**config.mk**
```make
export PLATFORM = sky130hd
export DESIGN_NAME = gpio_port
export DESIGN_NICKNAME = d
export VERILOG_FILES = /design/src/rtl/gpio_pkg.sv /design/src/rtl/gpio_sync.sv /design/src/rtl/gpio_dir_map.sv /design/src/rtl/gpio_pad_drv.sv /design/src/rtl/gpio_port.sv
export SDC_FILE = /design/constraint.sdc
export NUM_CORES = 1
export LEC_CHECK = 0
export BUFFER_PORTS_ARGS = -buffer_cell sky130_fd_sc_hd__buf_2
export CORE_MARGIN = 2
export CORE_UTILIZATION = 35
export DETAILED_ROUTE_END_ITERATION = 12
export PLACE_DENSITY_LB_ADDON = 0.08
export SYNTH_ARGS = -nofsm -noshare
export SYNTH_HDL_FRONTEND = slang
export SYNTH_SLANG_ARGS = --single-unit
```
**constraint.sdc**
```tcl
create_clock -name clk -period 1.25 [get_ports clk]
set_clock_uncertainty 0.05 [all_clocks]
set_input_delay 0.25 -clock clk [delete_from_list [all_inputs] [get_ports clk]]
set_output_delay 0.25 -clock clk [all_outputs]
set_load 0.02 [all_outputs]
```
**src/rtl/gpio_pkg.sv**
```systemverilog
package gpio_pkg;
   typedef enum logic [1:0] {
      REG_PIN  = 2'd0,
      REG_DIR  = 2'd1,
      REG_CFG  = 2'd2,
      REG_PULL = 2'd3
   } gpio_reg_e;
endpackage

```
**src/rtl/gpio_sync.sv**
```systemverilog
module gpio_sync #(
   parameter int W      = 8,
   parameter int STAGES = 2
) (
   input  logic         clk,
   input  logic         rst_n,
   input  logic [W-1:0] d,
   output logic [W-1:0] q
);
   logic [W-1:0] chain [STAGES];

   generate
      for (genvar s = 0; s < STAGES; s++) begin : g_stage
         if (s == 0) begin : g_first
            always_ff @(posedge clk or negedge rst_n)
               if (!rst_n) chain[0] <= '0;
               else        chain[0] <= d;
         end else begin : g_next
            always_ff @(posedge clk or negedge rst_n)
               if (!rst_n) chain[s] <= '0;
               else        chain[s] <= chain[s-1];
         end
      end
   endgenerate

   assign q = chain[STAGES-1];
endmodule

```
**src/rtl/gpio_dir_map.sv**
```systemverilog
module gpio_dir_map #(
   parameter int WIDTH = 8,
   parameter int GRP_W = 4,
   localparam int MODE_W = WIDTH / GRP_W
) (
   input  logic [MODE_W-1:0] dir_in,
   output logic [WIDTH-1:0]  is_out
);
   generate
      if (GRP_W == 1) begin : g_per_bit
         assign is_out = ~dir_in;
      end else begin : g_per_group
         for (genvar i = 0; i < WIDTH; i++) begin : g_pin
            assign is_out[i] = ~dir_in[i / GRP_W];
         end
      end
   endgenerate
endmodule

```
**src/rtl/gpio_pad_drv.sv**
```systemverilog
module gpio_pad_drv #(
   parameter int WIDTH   = 8,
   parameter int OVR_BIT = WIDTH - 1
) (
   input  logic [WIDTH-1:0] latch,
   input  logic [WIDTH-1:0] is_out,
   input  logic             od_mode,
   input  logic [WIDTH-1:0] pull_en,
   input  logic             ovr_en,
   input  logic             ovr_data,
   output logic [WIDTH-1:0] pad_out,
   output logic [WIDTH-1:0] pad_oe,
   output logic [WIDTH-1:0] pad_pu
);
   generate
      for (genvar i = 0; i < WIDTH; i++) begin : g_pin
         logic drv;
         if (i == OVR_BIT) begin : g_ovr
            assign drv = ovr_en ? ovr_data : latch[i];
         end else begin : g_plain
            assign drv = latch[i];
         end
         assign pad_out[i] = is_out[i] & ~od_mode & drv;
         assign pad_oe[i]  = is_out[i] & (~od_mode | ~drv);
         assign pad_pu[i]  = pull_en[i] & ~is_out[i];
      end
   endgenerate
endmodule

```
**src/rtl/gpio_port.sv**
```systemverilog
module gpio_port
   import gpio_pkg::*;
#(
   parameter int WIDTH       = 8,
   parameter int GRP_W       = 4,
   parameter int OD_BIT      = 2,
   parameter int OVR_BIT     = WIDTH - 1,
   parameter int SYNC_STAGES = 2
) (
   input  logic             clk,
   input  logic             rst_n,
   input  logic             stop_resume,
   input  logic             wr_en,
   input  logic [1:0]       addr,
   input  logic [WIDTH-1:0] wdata,
   output logic [WIDTH-1:0] rdata,
   input  logic [WIDTH-1:0] pad_in,
   output logic [WIDTH-1:0] pad_out,
   output logic [WIDTH-1:0] pad_oe,
   output logic [WIDTH-1:0] pad_pu,
   input  logic             ovr_en,
   input  logic             ovr_data
);
   localparam int MODE_W = WIDTH / GRP_W;

   generate
      if ((WIDTH % GRP_W) != 0) begin : g_bad_grp
         $error("gpio_port: WIDTH must be a multiple of GRP_W");
      end
      if (OD_BIT >= WIDTH || OVR_BIT >= WIDTH) begin : g_bad_bit
         $error("gpio_port: OD_BIT and OVR_BIT must lie inside WIDTH");
      end
      if (SYNC_STAGES < 2) begin : g_bad_sync
         $error("gpio_port: SYNC_STAGES must be at least 2");
      end
   endgenerate

   logic [WIDTH-1:0]  latch_q;
   logic [MODE_W-1:0] dir_q;
   logic              od_q;
   logic [WIDTH-1:0]  pull_q;
   logic [WIDTH-1:0]  is_out;
   logic [WIDTH-1:0]  pin_sync;
   gpio_reg_e         sel;

   assign sel = gpio_reg_e'(addr);

   always_ff @(posedge clk or negedge rst_n) begin
      if (!rst_n) begin
         latch_q <= '0;
         dir_q   <= '1;
         od_q    <= 1'b0;
         pull_q  <= '0;
      end else begin
         if (wr_en) begin
            case (sel)
               REG_PIN:  latch_q <= wdata;
               REG_DIR:  dir_q   <= wdata[MODE_W-1:0];
               REG_CFG:  od_q    <= wdata[OD_BIT];
               REG_PULL: pull_q  <= wdata;
               default:  ;
            endcase
         end
         if (stop_resume) dir_q <= '1;
      end
   end

   gpio_dir_map #(.WIDTH(WIDTH), .GRP_W(GRP_W)) u_dir (
      .dir_in (dir_q),
      .is_out (is_out)
   );

   gpio_pad_drv #(.WIDTH(WIDTH), .OVR_BIT(OVR_BIT)) u_drv (
      .latch    (latch_q),
      .is_out   (is_out),
      .od_mode  (od_q),
      .pull_en  (pull_q),
      .ovr_en   (ovr_en),
      .ovr_data (ovr_data),
      .pad_out  (pad_out),
      .pad_oe   (pad_oe),
      .pad_pu   (pad_pu)
   );

   gpio_sync #(.W(WIDTH), .STAGES(SYNC_STAGES)) u_sync (
      .clk   (clk),
      .rst_n (rst_n),
      .d     (pad_in),
      .q     (pin_sync)
   );

   always_comb begin
      rdata = '0;
      case (sel)
         REG_PIN:  rdata = pin_sync;
         REG_DIR:  rdata[MODE_W-1:0] = dir_q;
         REG_CFG:  rdata[OD_BIT] = od_q;
         REG_PULL: rdata = pull_q;
         default:  rdata = '0;
      endcase
   end
endmodule

```
==> results of run 1 <==
-- path summary, 6_finish.rpt --
| path | from | endpoint | slack, ns | depth (start not counted) |
|---|---|---|---|---|
| setup / recovery | dir_q[1] | pad_pu[4] | -0.38 | 3 |
| hold / removal | pad_in[3] | u_sync.chain[11] | 0.02 | 1 |
| setup reg to reg | dir_q[1] | dir_q[1] | 0.10 | 3 |
| hold reg to reg | u_sync.chain[11] | u_sync.q[3] | 0.30 | 0 |
| max in group asynchronous | rst_n | dir_q[1] | 0.49 | 3 |
| min in group asynchronous | rst_n | u_sync.q[2] | 0.41 | 3 |
-- repair_timing --
action                                  CTS  global route
hold buffers                              1             0
endpoints found under the setup margin   32            37
hold endpoints to repair                 33             0
resized for setup                        59            52
pin swaps                                10            16
buffers inserted                          8             3
-- where the power goes --
group	leakage, nW	switching, W	internal [W]	total, W
registers	0.408	0.000125	0.00127	0.00140
logic	0.699	0.000392	0.000528	0.000919
clock network	0.0524	0.000373	0.000596	0.000969
-- logic make-up after synthesis --
family,count (synthesis)
AO/OA/AOI/OAI,18
adder cells (fa/ha/maj),5
flip-flops,35
multiplexers,18
AND/OR/NAND/NOR,32
buffers and inverters,8
-- layout make-up --
cell class	count	area [um^2]
Multi-Input combinational cell	73	733
Clock inverter	1	30.0
Timing Repair Buffer	77	704
Fill cell	350	1530
Tap cell	50	62.6
Sequential cell	35	880
Clock buffer	7	76.3
Inverter	3	13.8
-- flip-flops by register name, indices dropped and copies added (netlist names) --
name,flops
latch_q,8
pull_q,8
u_sync.chain,8
u_sync.q,8
dir_q,2
od_q,1
-- through the flow --
| stage | power (W) | TNS (ns) |
|---|---|---|
| after floorplan | 0.00174 | -0.0778 |
| after global placement | 0.00198 | -5.59 |
| after detailed placement | 0.00200 | -6.66 |
| after CTS | 0.00318 | -9.20 |
| after global routing | 0.00346 | -10.94 |
| final | 0.00329 | -9.43 |
-- routing by layer --
metal  vias to the layer above  wire (um)
met4                         0         25
met3                         4        203
met2                        42       1850
li1                        560          -
met5                         -          0
met1                       578       1390
-- Yosys cell counts, drive strengths merged --
library cell and number:
dfrtp 33, mux2 17, and2 15, nor2 10
a21oi 7, a22oi 5, ha 5, buf 4
nand2 4, a222oi 3, inv 3, a211o 2
and3 2, dfstp 2, clkbuf 1, mux2i 1
nor3 1, o21ba 1
==> results.toml, run 1 <==
[timing]
finalHoldViolations = 0
final.min_clock_period_ns = 1.63
rsz0062_at_grt = "yes"
max_freq_mhz = 612
finalMaxSlewViolations = 0
fin_hold_ws_ns = 0.0215
period_share_pct = 131
setup_viol = 32
fin_ws_ns = -0.385
slew_headroom_pct = 76.8
worst_slew_pin_slew_ns = 0.348

[synth]
yosys.area.top_type = "dfrtp_1"
synthXorXnorAreaFrac_pct = 0
synth_warnings = 0
synth_area_leaders = "dfrtp_1, mux2_2, and2_1"
syn_inst = 116
yosys.area.top_type_share_pct = 55.6
synth_top_family_by_area = "multiplexers"
avgSynthCellArea_um2 = 12.8
synth_compound_area_share_pct = 8.77
ys_types = 20
synth_fa_ha_area_share_pct = 4.22
synth-seq-area-share_pct = 59.2
synth-seq-cells = 35
synthMuxAreaShare_pct = 13.6
synthesis.area_um2 = 1480
synth_simple_gate_area_share_pct = 11.6
syn-num-nets = 145

[final_layout]
postLayoutCoreUtil_pct = 62.0
n_antenna_cell = 0
layout_common_cells = "buf_6, dfrtp_1, buf_2"
syn2layout_area_growth_pct = 68.5
layout.nets = 224
layout-drive-gt1-share_pct = 75.0
final_area_um2 = 2500
final_cells = 246
final_common_cell = "buf_6"

[worst_setup_path]
crit_arrival_ns = 1.33
cp_cell_sequence = "buf_6 > and2_4 > buf_6"
max_stage_delay_ns = 0.64
crit_path_frequent_cell = "buf_6"
crit_path_max_fanout = 6
end_kind = "output pin"
path_class = "flip-flop to output pin"
cp_slowest_cell = "dfstp_2"
cpLargestDelayFamily = "flip-flops"
cp-start-kind = "flip-flop"
crit_required_ns = 0.95
cp.buffers_inverters = 2

[clock_tree]
clk_pin_slew_ns = 0.07
htree_levels = 2
cts_tree = "yes"
cts_made_buffers = 5
clockBufferDepth = 2
cts-root-buf = "clkbuf_8"
clk-insertion-delay-late_ns = 0.28
cts.sink_count = 35

[global_route]
grtUsageMet2_pct = 24.7
track_usage_pct = 14.9
use_met3_pct = 5.85
grt_pass1_vias = 1219
busiest_layer = "met2"
grt_max_degree = 36
antenna_found_initial = 0
grt-ovfl-total = 0
grt_pass1_wl_mm = 5.68
grt_use_met1_pct = 17.4

[placement]
dp.cells = 226
post-place-ws_ns = -0.320
place_area_um2 = 1930
hpwl_mm = 2.39
io_buffers = 55
place_congestion = 0.764

[die]
rows = 23
boundaryPins = 56
start_util_pct = 36.8
die-height_um = 69.1
core-area_um2 = 4030
die_x_um = 69.1
die_area_um2 = 4780

[pwr]
power.density_nw_per_um2 = 1310
leakagePower_nw = 1.16
vdd_drop_max_uv = 700

[route]
routed_wl_mm = 3.47
drt_iter0_markers = 43
vias = 1184
drtPass1Iterations = 5
via_per_inst = 4.81
drc_errors = 0
wl_per_cell_um = 14.1
antenna_left = 0

[job]
cap_viol_max_count = 0

[run_status]
status = "finished with violations"
violations = "setup timing"

[worst_hold_path]
holdCritPathClass = "primary input to flip-flop"
Note: power is estimated with default switching activity, not from simulation.
==> run 2: changes to the inputs <==
==> constraint.sdc (replaced) <==
create_clock -name clk -period 1.6 [get_ports clk]
set_clock_uncertainty 0.05 [all_clocks]
set_input_delay 0.32 -clock clk [delete_from_list [all_inputs] [get_ports clk]]
set_output_delay 0.32 -clock clk [all_outputs]
set_load 0.02 [all_outputs]
==> run 2 against run 1 <==
Sequential power is 23% lower. Clock-buffer cell count is 1 higher. Largest power group unchanged. The flow still finishes with violations (setup timing). Final cell count down 2.0%. Register-to-register slack better by 0.48 ns. Worst setup slack better by 0.27 ns. Sequential share of layout area grew 4.0 points. Combinational power down 32%. Die area unchanged. Sequential cell count unchanged. Final area fell by 10%.
==> results.toml, run 2 (synthesized netlist as in run 1, its figures left out) <==
[run_status]
status = "finished with violations"
violations = "setup timing"

[route]
via_per_inst = 4.73
wl_per_cell_um = 13.9
vias = 1139
drt_iter0_markers = 33
routed_wl_mm = 3.34
antenna_left = 0
drc_errors = 0
drtPass1Iterations = 4

[clock_tree]
cts-root-buf = "clkbuf_8"
cts_made_buffers = 5
cts_tree = "yes"
htree_levels = 2
cts.sink_count = 35
clockBufferDepth = 2
clk_pin_slew_ns = 0.06
clk-insertion-delay-late_ns = 0.27

[final_layout]
n_antenna_cell = 0
final_common_cell = "buf_2"
layout_common_cells = "buf_2, dfrtp_1, buf_4"
final_cells = 241
syn2layout_area_growth_pct = 51.2
nFillCells = 374
final_area_um2 = 2240
layout-drive-gt1-share_pct = 66.5
layout.nets = 219

[timing]
period_share_pct = 107
final.min_clock_period_ns = 1.72
worst_slew_pin_slew_ns = 0.441
fin_ws_ns = -0.119
finalHoldViolations = 0
finalMaxSlewViolations = 0
rsz0062_at_grt = "yes"
setup_viol = 21
max_freq_mhz = 582
slew_headroom_pct = 70.6
fin_hold_ws_ns = 0.0976

[global_route]
track_usage_pct = 14.6
grt_pass1_vias = 1148
grt_pass1_wl_mm = 5.53
antenna_found_initial = 0
grt_max_degree = 20
grt-ovfl-total = 0

[worst_setup_path]
max_stage_delay_ns = 0.43
cp_cell_sequence = "buf_4 > a222oi_1 > nor2_1 > buf_2"
cp-start-kind = "flip-flop"
crit_required_ns = 1.23
path_class = "flip-flop to output pin"
end_kind = "output pin"
crit_arrival_ns = 1.35
cp_slowest_cell = "dfrtp_2"
crit_path_max_fanout = 4
r2r_slack_ns = 0.58

[pwr]
leakagePower_nw = 1.09
p_int_w = 0.00173
vdd_drop_max_uv = 684
switching_power_w = 0.000646
p_sw_share_pct = 27.2
power.density_nw_per_um2 = 1060
p_seq_share_pct = 45.4
p_total_w = 0.00238
combPwrFrac_pct = 26.3
p_clk_share_pct = 28.3

[die]
die_area_um2 = 4780
core-area_um2 = 4030
boundaryPins = 56
start_util_pct = 36.8
die-height_um = 69.1
rows = 23
die_x_um = 69.1

[placement]
place_area_um2 = 1860
place_congestion = 0.729
io_buffers = 55
hpwl_mm = 2.37
dp.cells = 223

[worst_hold_path]
holdCritPathClass = "primary input to flip-flop"

[job]
cap_viol_max_count = 0
==> run 2: worst max-delay path: cells and delay by family, from the launching register on <==
kind / cells / cell delay (ns)
AOI/OAI and AO/OA: 1 / 0.27
and+or+nand+nor: 1 / 0.07
buffers and inverters: 2 / 0.31
DFF: 1 / 0.43
==> run 2: worst paths after layout <==
kind                                  startpoint         endpoint  cells after the start
worst max-delay path                        od_q         rdata[2]                      4
worst min-delay path                   pad_in[0]  u_sync.chain[8]                      1
worst max register to register              od_q             od_q                      2
worst min register to register  u_sync.chain[15]      u_sync.q[7]                      0
max in group asynchronous                  rst_n         dir_q[0]                      3
min in group asynchronous                  rst_n  u_sync.chain[8]                      2
==> run 2: metal layers <==
metal  track usage, %  vias to the layer above  wire (um)
met2             24.0                       37       1730
met1             18.1                      547       1400
met4             4.58                        0         34
met3             4.68                        5        175
li1                 -                      550          -
met5                0                        -          0
==> run 2: power by group through the flow <==
stage	sequential, W	clock, W	combinational (W)
after floorplan	0.00105	0	0.000292
after global placement	0.00109	0	0.000427
after detailed placement	0.00109	0	0.000431
after CTS	0.00107	0.000696	0.000559
after global routing	0.00109	0.000749	0.000673
final	0.00108	0.000672	0.000626
==> run 2: timing repair <==
action / in CTS / in global routing
setup buffers: 8 / 1
endpoints found under the setup margin: 24 / 31
hold buffers: 1 / 0
resized for setup: 33 / 33
endpoints found under the hold margin: 18 / 0
pin swaps: 4 / 8
gates cloned: 0 / 0
==> run 2: stage by stage <==
stage	setup slack [ns]	TNS (ns)	utilization (%)
2_1_floorplan	0.138	0	-
3_3_place_gp	-0.0537	-0.688	46.1
3_5_place_dp	-0.113	-1.29	46.1
4_1_cts	-0.0837	-1.14	52.6
5_1_grt	-0.191	-2.61	55.7
6_report	-0.119	-0.992	55.7
==> run 2: final cells by class <==
type                    instances  area (um^2)  area share [%]
flip-flops and latches         35          880            39.2
clock buffers                   8          100            4.46
multi-input cells              73          661            29.4
inverters                       3         11.3           0.502
repair buffers                 72          529            23.6
well taps                      50         62.6            2.79
==> run 3: changes to the inputs <==
--- a/config.mk
+++ b/config.mk
@@ -6,10 +6,13 @@
 export NUM_CORES = 1
 export LEC_CHECK = 0
 export BUFFER_PORTS_ARGS = -buffer_cell sky130_fd_sc_hd__buf_2
+export CELL_PAD_IN_SITES_DETAIL_PLACEMENT = 0
+export CELL_PAD_IN_SITES_GLOBAL_PLACEMENT = 2
 export CORE_MARGIN = 2
-export CORE_UTILIZATION = 35
+export CORE_UTILIZATION = 30
 export DETAILED_ROUTE_END_ITERATION = 12
 export PLACE_DENSITY_LB_ADDON = 0.08
+export RECOVER_POWER = 25
 export SYNTH_ARGS = -nofsm -noshare
 export SYNTH_HDL_FRONTEND = slang
 export SYNTH_SLANG_ARGS = --single-unit
==> run 3 against run 2 <==
The run still ends with setup timing left. First-iteration DRC count down 9.1%. Sequential share of layout area up 0.51 points. Via count up 1.8%. Critical path depth unchanged. Utilization down 9.1 points. Routed wire length up 4.8%. Sequential power about the same. Fmax up 3.2%. Worst setup slack better by 0.053 ns. Critical path type unchanged. Critical endpoint is now pad_oe[4].
==> results.toml, run 3 (synthesized netlist as in run 1, its figures left out) <==
[placement]
post-place-ws_ns = -0.0987
io_buffers = 55
place_congestion = 0.710
place_area_um2 = 1890
dp.cells = 241
hpwl_mm = 2.54

[clock_tree]
cts-root-buf = "clkbuf_8"
cts.sink_count = 35
htree_levels = 2
clk-insertion-delay-late_ns = 0.28
clk_pin_slew_ns = 0.07
clockBufferDepth = 2
cts_tree = "yes"
cts_made_buffers = 5

[global_route]
antenna_found_initial = 0
grt_pass1_vias = 1149
track_usage_pct = 13.7
grt-ovfl-total = 0
grt_pass1_wl_mm = 5.46
grt_max_degree = 36

[run_status]
violations = "setup timing"
status = "finished with violations"

[die]
rows = 25
core-area_um2 = 4750
die_x_um = 74.3
start_util_pct = 31.2
boundaryPins = 56
die_area_um2 = 5520
die-height_um = 74.3

[final_layout]
layout.nets = 219
layout_common_cells = "buf_2, dfrtp_1, buf_4"
final_cells = 258
n_antenna_cell = 0
final_common_cell = "buf_2"
layout-drive-gt1-share_pct = 63.4
syn2layout_area_growth_pct = 49.2
final_area_um2 = 2210

[job]
cap_viol_max_count = 0

[timing]
finalHoldViolations = 0
setup_viol = 25
fin_setup_tns_ns = -0.945
worst_slew_pin_slew_ns = 0.863
period_share_pct = 104
max_freq_mhz = 600
slew_headroom_pct = 42.5
rsz0062_at_grt = "yes"
finalMaxSlewViolations = 0
final.min_clock_period_ns = 1.67
fin_ws_ns = -0.0659

[route]
drtPass1Iterations = 4
routed_wl_mm = 3.50
vias = 1160
wl_per_cell_um = 13.6
via_per_inst = 4.50
antenna_left = 0
drc_errors = 0
drt_iter0_markers = 30

[worst_setup_path]
cp.buffers_inverters = 3
cp_cell_sequence = "buf_12 > buf_4 > a21oi_1 > buf_4"
crit_path_max_fanout = 5
crit_path_frequent_cell = "buf_4"
cp-start-kind = "flip-flop"
path_class = "flip-flop to output pin"
crit_arrival_ns = 1.30
cpLargestDelayFamily = "flip-flops"
cp_slowest_cell = "dfrtp_2"
crit_required_ns = 1.23
max_stage_delay_ns = 0.45
end_kind = "output pin"

[pwr]
p_total_w = 0.00247
vdd_drop_max_uv = 575
power.density_nw_per_um2 = 1120
leakagePower_nw = 1.08

[worst_hold_path]
holdCritPathClass = "primary input to flip-flop"
## run 3: cell count changes in the layout (fill, tap and decap cells not counted), sizes merged
| cell | before | now |
|---|---|---|
| bufinv | 0 | 1 |
| buf | 71 | 70 |
| clkbuf | 8 | 7 |
| clkinv | 0 | 1 |
## run 3: worst reg2reg max path: cells and delay by family (launching register included)
family	cells	cell delay (ns)
buf+inv	1	0.17
flops	1	0.45
mux	1	0.26
## run 3: layout make-up
| cell class | instances | area, um^2 |
|---|---|---|
| Sequential cell | 35 | 880 |
| Timing Repair Buffer | 72 | 503 |
| Multi-Input combinational cell | 73 | 619 |
| Tap cell | 67 | 83.8 |
| Fill cell | 476 | 2540 |
| Inverter | 3 | 11.3 |
| Clock buffer | 6 | 82.6 |
| Clock inverter | 2 | 35.0 |
## run 3: stage by stage
step	utilization [%]	hold WS, ns
after floorplan	-	-0.0256
after global placement	39.7	0.244
after detailed placement	39.7	0.244
after CTS	45.8	0.0767
after global routing	46.6	0.0694
final	46.6	0.0887
## run 3: final timing paths
path,start,to,slack (ns),depth (start not counted)
hold reg to reg,u_sync.chain[8],u_sync.q[0],0.30,0
max in group asynchronous,rst_n,od_q,0.21,3
setup / recovery,od_q,pad_oe[4],-0.07,4
min in group asynchronous,rst_n,u_sync.q[2],0.71,3
hold / removal,pad_in[5],u_sync.chain[13],0.09,1
setup reg to reg,od_q,od_q,0.56,2
## run 3: metal layers
layer / share of wire, % / vias up / GRT usage, %
li1: - / 553 / -
met1: 43 / 559 / 16.3
met2: 49 / 43 / 22.2
met3: 6.6 / 5 / 5.69
met4: 1.3 / 0 / 5.36
met5: 0 / - / 0
## run 3: power by group
part	internal [W]	switching (W)	leakage, nW
Sequential	0.000993	0.0000787	0.408
Combinational	0.000324	0.000269	0.612
Clock	0.000504	0.000304	0.0612
Total	0.00182	0.000652	1.08
## run 3: what timing repair did
action / CTS / global route
endpoints found under the hold margin: 33 / 0
resized for setup: 37 / 15
pin swaps: 2 / 2
setup buffers: 8 / 0
setup endpoints to repair: 25 / 32
hold buffers: 1 / 0
